File: src/rtl/seq_pkg.sv
// Shared types for the fork-join job sequencer.
// Assumes nothing beyond a single clock domain.
package seq_pkg;

    typedef enum logic [2:0] {
        ST_IDLE      = 3'd0,
        ST_FORK      = 3'd1,
        ST_FORK_WAIT = 3'd2,
        ST_JOIN      = 3'd3,
        ST_JOIN_WAIT = 3'd4
    } seq_state_e;

endpackage

File: src/rtl/seq_seen_flag.sv
// Remembers that one parallel worker has raised busy during the fork phase.
// Assumes arm is high only while the fork phase lasts; the flag clears
// as soon as arm drops, so each job starts with a clean flag.
module seq_seen_flag (
    input  logic clk,
    input  logic rst_n,
    input  logic arm,
    input  logic busy,
    output logic seen,
    output logic done
);

    logic seen_q;

    // Sticky record of busy, held only while armed.
    always_ff @(posedge clk) begin
        if (!rst_n) begin
            seen_q <= 1'b0;
        end else begin
            seen_q <= arm & (seen_q | busy);
        end
    end

    assign seen = seen_q;
    assign done = seen_q | busy;

endmodule

File: src/rtl/seq_ctrl.sv
// Phase register and transition logic of the sequencer.
// Assumes fork_done is high once every parallel worker has been seen busy,
// and that workers lower busy only after having raised it.
module seq_ctrl
    import seq_pkg::*;
(
    input  logic       clk,
    input  logic       rst_n,
    input  logic       tick,
    input  logic       fork_done,
    input  logic       fork_any_busy,
    input  logic       busy_join,
    output seq_state_e state
);

    seq_state_e state_q;
    seq_state_e state_d;

    // Next phase from the current phase and the handshake inputs.
    always_comb begin
        state_d = state_q;
        unique case (state_q)
            ST_IDLE:      if (tick)           state_d = ST_FORK;
            ST_FORK:      if (fork_done)      state_d = ST_FORK_WAIT;
            ST_FORK_WAIT: if (!fork_any_busy) state_d = ST_JOIN;
            ST_JOIN:      if (busy_join)      state_d = ST_JOIN_WAIT;
            ST_JOIN_WAIT: if (!busy_join)     state_d = ST_IDLE;
            default:                          state_d = ST_IDLE;
        endcase
    end

    // Phase register with synchronous reset to idle.
    always_ff @(posedge clk) begin
        if (!rst_n) begin
            state_q <= ST_IDLE;
        end else begin
            state_q <= state_d;
        end
    end

    assign state = state_q;

endmodule

File: src/rtl/fork_join_sequencer.sv
// Fork-join job sequencer top. On an accepted tick it starts N_FORK
// parallel workers, waits until all of them have run and finished, then
// starts one dependent worker and waits for it before going idle.
// Assumes every worker answers a start request by raising busy within
// finite time and lowers busy only when its work is done.
module fork_join_sequencer
    import seq_pkg::*;
#(
    parameter int N_FORK = 2
) (
    input  logic              clk,
    input  logic              rst_n,
    input  logic              tick,
    input  logic [N_FORK-1:0] busy_fork,
    input  logic              busy_join,
    output logic [N_FORK-1:0] start_fork,
    output logic              start_join
);

    localparam int FORK_W = N_FORK;

    seq_state_e         state_q;
    logic               in_fork;
    logic [FORK_W-1:0]  seen_vec;
    logic [FORK_W-1:0]  done_vec;

    assign in_fork = (state_q == ST_FORK);

    // One seen-busy flag per parallel worker.
    for (genvar gi = 0; gi < FORK_W; gi++) begin : g_seen
        seq_seen_flag u_seen (
            .clk   (clk),
            .rst_n (rst_n),
            .arm   (in_fork),
            .busy  (busy_fork[gi]),
            .seen  (seen_vec[gi]),
            .done  (done_vec[gi])
        );
    end

    seq_ctrl u_ctrl (
        .clk           (clk),
        .rst_n         (rst_n),
        .tick          (tick),
        .fork_done     (&done_vec),
        .fork_any_busy (|busy_fork),
        .busy_join     (busy_join),
        .state         (state_q)
    );

    // Start requests decoded from the registered phase and flags.
    always_comb begin
        start_fork = {FORK_W{in_fork}} & ~seen_vec;
        start_join = (state_q == ST_JOIN);
    end

endmodule

File: config.mk
export PLATFORM = sky130hd
export DESIGN_NAME = fork_join_sequencer
export DESIGN_NICKNAME = d
export VERILOG_FILES = /design/src/rtl/seq_pkg.sv /design/src/rtl/seq_seen_flag.sv /design/src/rtl/seq_ctrl.sv /design/src/rtl/fork_join_sequencer.sv
export SDC_FILE = /design/constraint.sdc
export NUM_CORES = 1
export LEC_CHECK = 0
export ABC_AREA = 1
export BUFFER_PORTS_ARGS = -buffer_cell sky130_fd_sc_hd__buf_2
export CAP_MARGIN = 20
export CORE_AREA = 2 2 39 41
export DETAILED_ROUTE_END_ITERATION = 8
export DIE_AREA = 0 0 41 43
export REMOVE_ABC_BUFFERS = 1
export SLEW_MARGIN = 20
export SYNTH_ARGS = -nofsm -noshare
export SYNTH_HDL_FRONTEND = slang
export SYNTH_SLANG_ARGS = --single-unit
File: constraint.sdc
create_clock -name clk -period 1.1 [get_ports clk]
set_input_delay 0.165 -clock clk [delete_from_list [all_inputs] [get_ports clk]]
set_output_delay 0.165 -clock clk [all_outputs]
set_load 0.005 [all_outputs]
==> flow_summary.yaml <==
global_route:
  grtUsageTotal_pct: 9.76
  grt_pass1_vias: 313
  grt_util_met2_pct: 15.0
  grt_use_met3_pct: 1.57
  antenna_found_initial: 0
  top_usage_layer: "met2"
  gr-usage-met1_pct: 10.0
  grt_pass1_wl_um: 1100
  grt_max_degree: 6
  overflow: 0
critical_path:
  slowest_delay_ns: 0.34
  critPathRequiredTime_ns: 0.94
  reg2reg_depth: 7
  crit_path_start: "u_ctrl.state[2]"
  crit_chain: "buf_4 > nor2_4 > buf_4 > buf_2"
  critPathKind: "reg2out"
  r2r_slack_ns: -0.04
  endpoint_kind: "primary output"
  r2r-end: "u_ctrl.state[2]"
  crit_top_cell: "buf_4"
  path_max_fanout: 4
  arrival_ns: 1.03
  critPathLaunchType: "register"
  crit_path_top_delay_cell: "dfxtp_4"
  worstReg2RegStart: "u_ctrl.state[2]"
power:
  p_switching_mw: 0.463
  p_leak_nw: 0.256
  pwr_density_cell_nw_per_um2: 2330
  power_frac_comb_pct: 53.6
  p_int_mw: 0.689
  switching_share_pct: 40.2
  p_seq_share_pct: 28.7
  peakVddDrop_mv: 0.837
  clock_power_share_pct: 17.7
clock_tree:
  clock_path_buffers: 2
  htreeDepth: 1
  clock-root-buffer: "clkbuf_4"
  cts.clk_slew.worst_paths_ns: 0.04
  cts_tree: "done"
  clock_sinks: 5
  worstSkewPairLatency_ns: 0.24
  postCtsHoldBufs: 0
  cts_buffers: 3
synthesis:
  synth-edff-count: 0
  synth_cells: 52
  synth_area_leaders: "dfxtp_1 32%, nand2_1 17%, nor2_1 13%, inv_1 11%, nand2_2 10%"
  yosys.area.top_type: "dfxtp_1"
  ys.flop_type: "dfxtp_1"
  synth_common_cells: "14 x nand2_1, 11 x nor2_1, 9 x inv_1, 5 x dfxtp_1, 5 x nand2_2"
  async_flop_share_pct: 0
  yosysUniqueCellTypes: 10
  synthMostInstantiatedCell: "nand2_1"
  ys_warn_count: 0
  yosys.area.top_type_share_pct: 32.4
  syn_avg_cell_area_um2: 5.94
  synth_area_um2: 309
  synth-seq-cells: 5
  synth_seq_area_share_pct: 32.4
routing:
  drc: 0
  avgViaCountPerCell: 3.93
  drt_iter0_drc: 6
  vias: 338
  wl_per_cell_um: 7.69
  drt_first_pass_iters: 3
  wirelength_um: 661
  ant_nets: 0
sta:
  fin_ws_ns: -0.0947
  worst_hold_slack_ns: 0.177
  drv_slew: 0
  skew_ns: 0.00466
  maxSlewHeadroom_pct: 91.5
  tns_ns: -0.312
  worstMarginPinSlew_ns: 0.126
  period_share_pct: 109
  setup_viol: 6
  fmax_mhz: 837
  layout_min_cycle_time_ns: 1.19
  rsz0062_at_grt: "true"
  hold_violations: 0
cells_and_area:
  design_area_um2: 495
  syn2layout_area_growth_pct: 60.3
  nNetsFinal: 77
  seqCellArea_um2: 111
  n_antenna_cell: 0
  multi_input_area_um2: 213
  drive_above_1_share_pct: 51.4
  fillCellCount: 154
  layoutNonFillerInstCount: 86
floorplanning:
  start_util_pct: 22.3
  core-area_um2: 1380
  chipHeight_um: 43
  fp-row-count: 14
  die_w_um: 41
  die_area_um2: 1760
  pin_count: 9
outcome:
  status: "finished with violations"
  violations: "setup timing"
worst_hold_path:
  hp-start: "rst_n"
  hold_depth: 3
  min_to: "u_ctrl.state[0]"
  hold_class: "in2reg"
placement:
  postPlaceCellArea_um2: 384
  place_hpwl_um: 506
  place_inst: 78
  io_buffers: 8
  gp_congestion: 0.723
job:
  drv_cap: 0
-- critical path: cells and delay by family (launching register included) --
family                 cells  cell delay, ns
buffers and inverters      3            0.36
flip-flops                 1            0.34
AND/OR/NAND/NOR            1            0.09
-- stage by stage --
stage                     total power, mW  setup slack (ns)  utilization (%)
after floorplan                     0.606             0.105                -
after global placement              0.727            0.0332             27.8
after detailed placement            0.738           0.00614             27.8
after CTS                            1.09            -0.130             33.9
after global routing                 1.26            -0.155             35.8
final                                1.15           -0.0947             35.8
-- cells in the final DEF (no fill, tap or decap) --
master / n
nand2_2: 6
buf_6: 1
nand2_4: 1
inv_4: 1
nand4_1: 1
o21a_1: 1
nor2_1: 8
buf_2: 8
inv_1: 7
nand3_2: 1
nand2_1: 12
nor2_2: 3
clkbuf_4: 3
nand3_1: 1
buf_4: 5
dfxtp_1: 2
o21bai_1: 1
clkbuf_1: 1
inv_2: 1
dfxtp_4: 3
nor2_4: 3
-- final cells by class --
cell class / instances / area share (%)
inverters: 9 / 7.32
multi-input cells: 38 / 42.9
flip-flops and latches: 5 / 22.5
repair buffers: 14 / 17.9
clock buffers: 4 / 5.30
well taps: 16 / 4.04
-- routing by layer --
metal / vias to the layer above / wire length, um
li1: 188 / -
met1: 145 / 292
met2: 3 / 341
met3: 2 / 19
met4: 0 / 8
met5: - / 0
-- power groups by stage --
stage          clock (mW)  combinational (mW)  sequential [mW]
2_1_floorplan           0               0.325            0.281
3_3_place_gp            0               0.436            0.291
3_5_place_dp            0               0.442            0.296
4_1_cts             0.217               0.570            0.308
5_1_grt             0.224               0.698            0.341
6_report            0.204               0.617            0.331
-- cell families (layout without fill, tap and decap cells) --
family	count (synthesis)	after routing	share of synthesized area, %
AOI/OAI and AO/OA	2	2	4.86
and+or+nand+nor	36	36	51.8
DFF	5	5	32.4
buffers and inverters	9	27	10.9
-- worst max path at each step --
stage | to | slack [ns] | depth (start not counted)
floorplan | u_ctrl.state[2] | 0.11 | 9
global route | start_fork[0] | -0.16 | 6
CTS | start_fork[1] | -0.13 | 6
detailed placement | u_ctrl.state[1] | 0.006 | 6
finish | start_join | -0.09 | 4
global placement | u_ctrl.state[2] | 0.03 | 9
-- sequential cells by signal (all words and copies together) (netlist names) --
signal,count
u_ctrl.state,3
g_seen.u_seen.seen,2
-- timing repair --
item / 4_1_cts / 5_1_grt
endpoints found under the setup margin: 4 / 6
buffers inserted: 6 / 0
pin swaps: 6 / 9
resized for setup: 10 / 10
Note: power is estimated with default switching activity, not from simulation.
